File: src/rtl/qirq_pkg.sv
package qirq_pkg;
    localparam int COND_W = 4;   // flags per queue
    localparam int SEL_W  = 3;   // source code width
    localparam int SLOT_W = 4;   // select slot width, top bit reserved

    typedef enum logic [SEL_W-1:0] {
        SRC_EMPTY      = 3'd0,
        SRC_NEAR_EMPTY = 3'd1,
        SRC_NEAR_FULL  = 3'd2,
        SRC_FULL       = 3'd3,
        SRC_NOT_EMPTY  = 3'd4,
        SRC_NOT_NEMPTY = 3'd5,
        SRC_NOT_NFULL  = 3'd6,
        SRC_NOT_FULL   = 3'd7
    } src_code_e;
endpackage

File: src/rtl/qirq_cond_mux.sv
module qirq_cond_mux
    import qirq_pkg::*;
(
    input  logic [COND_W-1:0] cond,
    input  logic [SEL_W-1:0]  sel,
    output logic              hit
);
    // low two code bits pick the flag, top code bit inverts it
    always_comb begin
        hit = cond[sel[1:0]] ^ sel[2];
    end
endmodule

File: src/rtl/qirq_edge_det.sv
module qirq_edge_det #(
    parameter int W = 32
) (
    input  logic         clk,
    input  logic         rst_n,
    input  logic [W-1:0] level,
    output logic [W-1:0] rise
);
    logic [W-1:0] prev_d, prev_q;

    always_comb begin
        prev_d = level;
        rise   = level & ~prev_q;
    end

    always_ff @(posedge clk or negedge rst_n) begin
        if (!rst_n) prev_q <= '0;
        else        prev_q <= prev_d;
    end

    // a reported rise is never repeated in the next cycle
    p_no_double_rise_r4: assert property (@(posedge clk) disable iff (!rst_n)
        (rise != '0) |=> ((rise & $past(rise)) == '0));
endmodule

File: src/rtl/qirq_ctrl.sv
module qirq_ctrl
    import qirq_pkg::*;
#(
    parameter int NUM_Q  = 32,
    parameter int DATA_W = 32,
    parameter int ADDR_W = 3
) (
    input  logic                     clk,
    input  logic                     rst_n,
    input  logic [ADDR_W-1:0]        bus_addr,
    input  logic                     bus_wr,
    input  logic [DATA_W-1:0]        bus_wdata,
    output logic [DATA_W-1:0]        bus_rdata,
    input  logic [NUM_Q*COND_W-1:0]  q_cond,
    output logic                     irq_o
);
    localparam int QPW     = DATA_W / SLOT_W;       // queues per select word
    localparam int NUM_SEL = NUM_Q / QPW;           // select words
    localparam int SEL_AW  = (NUM_SEL > 1) ? $clog2(NUM_SEL) : 1;
    localparam logic [ADDR_W-1:0] A_EN = ADDR_W'(NUM_SEL);
    localparam logic [ADDR_W-1:0] A_ST = ADDR_W'(NUM_SEL + 1);

    typedef struct packed {
        logic [NUM_Q-1:0][SEL_W-1:0] sel;
        logic [NUM_Q-1:0]            en;
        logic [NUM_Q-1:0]            pend;
        logic                        irq;
    } state_t;

    state_t st_d, st_q;

    logic [NUM_Q-1:0]  watched;
    logic [NUM_Q-1:0]  rise;
    logic [NUM_Q-1:0]  clr;
    logic [DATA_W-1:0] sel_word [NUM_SEL];

    // per-queue source selection
    for (genvar q = 0; q < NUM_Q; q++) begin : g_mux
        qirq_cond_mux u_mux (
            .cond (q_cond[q*COND_W +: COND_W]),
            .sel  (st_q.sel[q]),
            .hit  (watched[q])
        );
    end

    qirq_edge_det #(.W(NUM_Q)) u_edge (
        .clk   (clk),
        .rst_n (rst_n),
        .level (watched),
        .rise  (rise)
    );

    // select words as seen by the host, reserved bits zero
    for (genvar r = 0; r < NUM_SEL; r++) begin : g_selw
        always_comb begin
            sel_word[r] = '0;
            for (int j = 0; j < QPW; j++) begin
                sel_word[r][j*SLOT_W +: SEL_W] = st_q.sel[r*QPW + j];
            end
        end
    end

    always_comb begin
        st_d = st_q;
        clr  = '0;
        if (bus_wr) begin
            for (int i = 0; i < NUM_Q; i++) begin
                if (bus_addr == ADDR_W'(i / QPW)) begin
                    st_d.sel[i] = bus_wdata[(i % QPW)*SLOT_W +: SEL_W];
                end
            end
            if (bus_addr == A_EN) begin
                st_d.en = bus_wdata[NUM_Q-1:0];
                clr     = st_q.en & ~bus_wdata[NUM_Q-1:0];
            end
            if (bus_addr == A_ST) begin
                clr = bus_wdata[NUM_Q-1:0];
            end
        end
        // a new edge beats any clear in the same cycle
        st_d.pend = (st_q.pend & ~clr) | rise;
        st_d.irq  = |(st_q.pend & st_q.en);
    end

    always_ff @(posedge clk or negedge rst_n) begin
        if (!rst_n) st_q <= '0;
        else        st_q <= st_d;
    end

    always_comb begin
        bus_rdata = '0;
        if (bus_addr < ADDR_W'(NUM_SEL)) bus_rdata = sel_word[bus_addr[SEL_AW-1:0]];
        else if (bus_addr == A_EN)       bus_rdata = DATA_W'(st_q.en);
        else if (bus_addr == A_ST)       bus_rdata = DATA_W'(st_q.pend);
    end

    assign irq_o = st_q.irq;

    // reserved slot bits never read as 1
    p_sel_reserved_zero_r2: assert property (@(posedge clk) disable iff (!rst_n)
        (bus_addr < ADDR_W'(NUM_SEL)) |-> ((bus_rdata & {QPW{4'b1000}}) == '0));

    // a rise always leaves its pending bit set
    p_rise_sets_r4: assert property (@(posedge clk) disable iff (!rst_n)
        (rise != '0) |=> ((st_q.pend & $past(rise)) == $past(rise)));

    // bits written as 1 with no competing rise are cleared
    p_w1c_r5: assert property (@(posedge clk) disable iff (!rst_n)
        (bus_wr && bus_addr == A_ST) |=>
        ((st_q.pend & $past(bus_wdata[NUM_Q-1:0] & ~rise)) == '0));

    // without a rise or a write the pending word holds
    p_pend_hold_r4: assert property (@(posedge clk) disable iff (!rst_n)
        (!bus_wr && rise == '0) |=> (st_q.pend == $past(st_q.pend)));

    // switching a queue off drops its request
    p_disable_clears_r8: assert property (@(posedge clk) disable iff (!rst_n)
        (bus_wr && bus_addr == A_EN) |=>
        ((st_q.pend & $past(st_q.en & ~bus_wdata[NUM_Q-1:0] & ~rise)) == '0));

    // interrupt follows enabled pending one cycle later
    p_irq_lag_r9: assert property (@(posedge clk) disable iff (!rst_n)
        1'b1 |=> (irq_o == $past(|(st_q.pend & st_q.en))));

    // unused addresses read zero
    p_unused_zero_r10: assert property (@(posedge clk) disable iff (!rst_n)
        (bus_addr > A_ST) |-> (bus_rdata == '0));
endmodule

File: config.mk
export PLATFORM = sky130hd
export DESIGN_NAME = qirq_ctrl
export DESIGN_NICKNAME = d
export VERILOG_FILES = /design/src/rtl/qirq_pkg.sv /design/src/rtl/qirq_cond_mux.sv /design/src/rtl/qirq_edge_det.sv /design/src/rtl/qirq_ctrl.sv
export SDC_FILE = /design/constraint.sdc
export NUM_CORES = 1
export LEC_CHECK = 0
export BUFFER_PORTS_ARGS = -buffer_cell sky130_fd_sc_hd__buf_2
export CAP_MARGIN = 10
export CORE_MARGIN = 3
export CORE_UTILIZATION = 50
export DETAILED_ROUTE_END_ITERATION = 10
export GPL_TIMING_DRIVEN = 0
export PLACE_DENSITY_LB_ADDON = 0.25
export SYNTH_ARGS = -nofsm -noshare
export SYNTH_HDL_FRONTEND = slang
export SYNTH_SLANG_ARGS = --single-unit
File: constraint.sdc
create_clock -name clk -period 1.5 [get_ports clk]
set_input_delay 0.225 -clock clk [delete_from_list [all_inputs] [get_ports clk]]
set_output_delay 0.225 -clock clk [all_outputs]
set_load 0.01 [all_outputs]
Yosys cells after proc, flatten, opt, wreduce, memory -nomap -nowiden:

Cells that the tools add are included.

* reductions and logical operators: 7
* mux-type cells: 73
* bitwise operators: 41
* magnitude comparators: 34
* equality and inequality tests: 5

Operators by type and width (number)
* 32-bit two-way mux: 8
* 32-bit AND: 4
* 2-bit by 3-bit less-than comparator with 1-bit output (second input constant): 32
* 32-bit inverter: 3
* 1-bit binary-select mux with 2-bit select: 32
* 32-bit binary-select mux with 2-bit select: 1
* 1-bit two-way mux: 32
* 32-bit bitwise OR: 1
* 32-bit OR reduction: 1
* 1-bit bitwise XOR: 32
* 2-bit AND reduction: 5
* 3-bit by 2-bit == test with 1-bit output (second input constant): 2
* 3-bit == test (second input constant): 2
* 3-bit by 1-bit == test with 1-bit output (second input constant): 1
* 3-bit greater-or-equal comparator (second input constant): 1
* 3-bit zero test: 1
* 3-bit less-than comparator (second input constant): 1
* 2-bit inverter with 3-bit output: 1

* flip-flop bits (word level): 193
* output and inout bits: 33
* bits of input ports: 166
* word-level logic and storage cells: 196

Depth between registers and ports, before layout:

* depth after elaboration: 8
* depth in mapped cells: 6
* mapped depth without buffers: 3

Hierarchy:

From an unflattened synthesis, not the netlist that was laid out.

* cells, all modules: 725
* area, all modules: 10262.3 um^2

By module, submodules not included
* qirq_ctrl: sequential area each 4028.9 um^2, instances 1, cells each 597, area each 8020.2 um^2
* qirq_edge_det: sequential area each 800.8 um^2, instances 1, cells each 64, area each 1241.2 um^2
* qirq_cond_mux: sequential area each 0.0 um^2, instances 32, cells each 2, area each 31.3 um^2

Least setup slack after synthesis:

Ideal clock, no wire load.

* kind: in2out
* start: input port bus_addr[0]
* end: output port bus_rdata[1]
* stages: 5
* arrival: 1259 ps
* path buffers: 2
* setup slack: 16 ps
* data required time: 1275 ps
* path through: buf_4 -> buf_4 -> mux4_2 -> inv_1 -> o22ai_1

* word-level cells in the longest chain between the ends: 5
* elaborated cells between the ends (all ways): 10
* classes of those cells: 1 x order compare; 2 x eq/ne; 6 x mux; 1 x bitwise

RTL lines
* start, declared: RTL line qirq_ctrl.sv:10 `input logic [ADDR_W-1:0] bus_addr,`
* 2-bit inverter with 3-bit output (implied by the code): RTL line qirq_ctrl.sv:92 `if (bus_addr < ADDR_W'(NUM_SEL)) bus_rdata = sel_word[bus_addr[SEL_AW-1:0]];`
* 32-bit binary-select mux with 2-bit select: RTL line qirq_ctrl.sv:92
* 32-bit two-way mux (implied by the code) (2 in a row): RTL line qirq_ctrl.sv:92
* 32-bit two-way mux (*): RTL line qirq_ctrl.sv:92
* end, declared: RTL line qirq_ctrl.sv:13 `output logic [DATA_W-1:0] bus_rdata,`

Mark *: on every way between the ends. The rest lies on a longest branch, timed or not. The select of a mux whose other input is x is not followed.

Final worst setup path:

* start: register st_q (netlist bit sel_word[16])
* end: output port bus_rdata[16]

* word-level cells in the longest chain between the ends: 4

RTL lines
* start, declared: RTL line qirq_ctrl.sv:30 `state_t st_d, st_q;`
* start signal, assigned: RTL line qirq_ctrl.sv:87 `else st_q <= st_d;`
* 32-bit binary-select mux with 2-bit select: RTL line qirq_ctrl.sv:92
* 32-bit two-way mux (implied by the code) (2 in a row): RTL line qirq_ctrl.sv:92
* 32-bit two-way mux: RTL line qirq_ctrl.sv:92

Every way passes these cells. The select of a mux whose other input is x is not followed.

==> impl_results.md <==
* Status: finished with violations
* Violated checks: setup timing
* Worst slew pin tran at 0.882 ns
* DRT Pass-1 Iters at 5
* Area growth syn-to-layout at 36.7%
* Port Buffer Count at 197
* Async SR Flop Fraction at 100%
* Pwr Density at 1370 mW/mm^2
* Skew final at 0.00743 ns
* Post-route cell area at 0.0133 mm^2
* CTS H-Tree Depth at 4
* Max Slew Vio Count at 0
* Slew headroom at 41.2%
* CTS max path bufs at 2
* DP Area at 0.0111 mm^2
* Final hold violations at 0
* CTS tree: done
* Dpl cells at 1148
* Register area share after synthesis at 49.7%
* Final min period at 1.90 ns
* Crit path to: bus_rdata[16]
* Initial antenna violation count at 0
* Worst slack at placement at -0.572 ns
* Crit path kind: reg -> out
* First-pass GRT wire length at 42.8 mm
* Final cell count without fillers at 1303
* Vias per cell at 5.78
* Reg-to-reg endpoint: st_q[27]$_DFF_PN0_
* Max cap viols at 0
* CP Capture Type: output port
* Reg2reg setup slack at -0.12 ns
* Layout cells sized above 1 at 60.9%
* Final setup margin at -0.396 ns
* Max frequency at 527 MHz
* Tot Pwr at 18.1 mW
* Leading area contributor after synthesis: dfrtp_1
* RSZ-0062 raised after global routing: yes
* Final RePlAce weighted congestion at 0.841
* Ant. Diodes at 0
* Initial DRC Count at 561
* Post-Route WL at 29.6 mm
* Worst setup startpoint: sel_word[16]$_DFFE_PN0P_
* Synthesis Warnings at 0
* Startpoint types: flip-flop
* Slowest CP cell: mux4_2
* GRT Util Overall at 26.6%
* Period utilisation layout at 126%
* Peak supply drop at 961 uV
* Largest net degree at the start of global routing at 125
* Worst-Skew Late Latency at 0.44 ns
* Post-synth EDFFs at 0
* FF-to-FF Start: sel_word[8]$_DFFE_PN0P_
* CTS buffer count at 17
* Total congestion overflow at 0
* Vias in the first global route at 7515
* Via count at 7527
* Fin nets at 1199
* Share of the synthesized area in the top cell type at 49.7%
* Io pins at 199
* Worst min-delay path category: in -> reg
* Main flop type after synthesis: dfrtp_1
* Clock tree sinks at 193
* Synthesized area at 0.00971 mm^2
* Crit Path Max Fanout at 2
* Clock Pin Slew Worst Setup and Hold Paths at 0.07 ns
* Most numerous cell in the Yosys netlist: dfrtp_1
* Residual DRC at 0
* Largest stage delay on the critical path at 0.47 ns
* Post-Syn Nets at 856
* Flops & latches, synth at 193
* Cells along the critical path: mux4_2 > inv_2 > o22ai_4 > buf_2
* Root Driver: clkbuf_16
* Setup violators final at 53
* Starting density of the core at 51.4%
* Post-Syn Area per Cell at 14.1 um^2
* Largest cells by area after synthesis: dfrtp_1 50%, mux4_2 13%, mux2_2 13%
* Die X at 145 um
* Top post-synthesis cells by count: 193 x dfrtp_1, 108 x mux2_2, 56 x inv_1, 56 x mux4_2, 33 x nand2_1
* Pleak at 5.97 nW
* Die height at 145 um
* Post-DP HPWL at 19.6 mm
* Synth Instances at 690
* Reg2reg path depth at 5
* Synth unique cells at 26
* WL/cell at 22.7 um
* Row count at 50
* Crit path DAT at 1.67 ns
* Core Area at 0.0189 mm^2
* Post-DRT Antenna Nets at 0
* Req. time, crit path at 1.27 ns
* DIE AREA at 0.0211 mm^2
[critical path, delay by kind of cell (launching register included)]
kind / cells / cell delay (ns)
AO/OA/AOI/OAI: 1 / 0.09
multiplexers: 1 / 0.47
flip-flops: 1 / 0.37
buffers and inverters: 2 / 0.30
[stage by stage]
| step | utilization [%] | hold WS (ns) | TNS (ns) |
|---|---|---|---|
| after floorplan | - | -0.0706 | 0 |
| after global placement | 58.3 | 0.485 | -621.34 |
| after detailed placement | 58.5 | 0.235 | -46.45 |
| after CTS | 66.6 | 0.0382 | -8.59 |
| after global routing | 70.3 | 0.0658 | -11.16 |
| final | 70.3 | 0.0514 | -8.93 |
[metal layers]
metal  vias up  share of wire [%]  track usage, %
met4         0                2.6            8.93
met5         -                  0               0
met1      3878                 41            36.7
met2       340                 50            43.6
li1       3264                  -               -
met3        45                7.2            4.36
[cell type report]
type / count / area, um^2
tap: 260 / 325
multi-input combinational: 405 / 4830
inverter: 56 / 210
sequential: 193 / 4840
timing repair buffer: 324 / 2150
buffer: 36 / 359
fill: 1324 / 5620
clock buffer: 23 / 478
clock inverter: 6 / 82.6
[worst min path at each step]
| stage | startpoint | end | slack (ns) | cells after the start |
|---|---|---|---|---|
| after floorplan | rst_n | irq_o$_DFF_PN0_ | -0.07 | 0 |
| after global placement | bus_wdata[31] | st_q[64]$_DFFE_PN0P_ | 0.48 | 2 |
| after detailed placement | rst_n | sel_word[61]$_DFFE_PN0P_ | 0.23 | 1 |
| after CTS | bus_wdata[31] | st_q[64]$_DFFE_PN0P_ | 0.04 | 2 |
| after global routing | bus_wdata[23] | st_q[56]$_DFFE_PN0P_ | 0.07 | 2 |
| final | bus_wdata[31] | st_q[64]$_DFFE_PN0P_ | 0.05 | 2 |
[layout by cell type, fill, tap and decap left out, types with 23 or more instances in the layout]
cell type and count:
nand2_1 33, mux4_2 56, buf_4 120, mux2_2 108
dfrtp_1 187, buf_2 199, inv_1 36, nand3b_1 32
mux2i_1 23, a32o_1 31
[timing repair]
action | in CTS | in global routing
pin swaps | 1 | 21
hold endpoints to repair | 69 | 0
buffers inserted | 87 | 42
hold buffers | 1 | 0
gates resized for setup | 72 | 71
gates cloned | 0 | 4
setup endpoints to repair | 56 | 188
[kinds of logic (layout without fill, tap and decap cells)]
family	count (synthesis)	in the layout	synth area share, %
simple gates	85	85	5.36
buf+inv	92	445	4.79
flops	193	193	49.7
mux	216	216	31.1
xor+xnor	32	32	2.89
compound gates	72	72	6.08
[state kept, by name (all words and copies together), names as in the netlist]
| signal | cells |
|---|---|
| sel_word | 96 |
| u_edge.prev_q | 32 |
| st_q | 64 |
| irq_o | 1 |
[power breakdown]
part           internal [mW]  switching [mW]
registers               6.66            1.08
clock network           2.55            1.91
logic                   3.38            2.56
total                   12.6            5.54
Power figures use the tool's default switching activity.
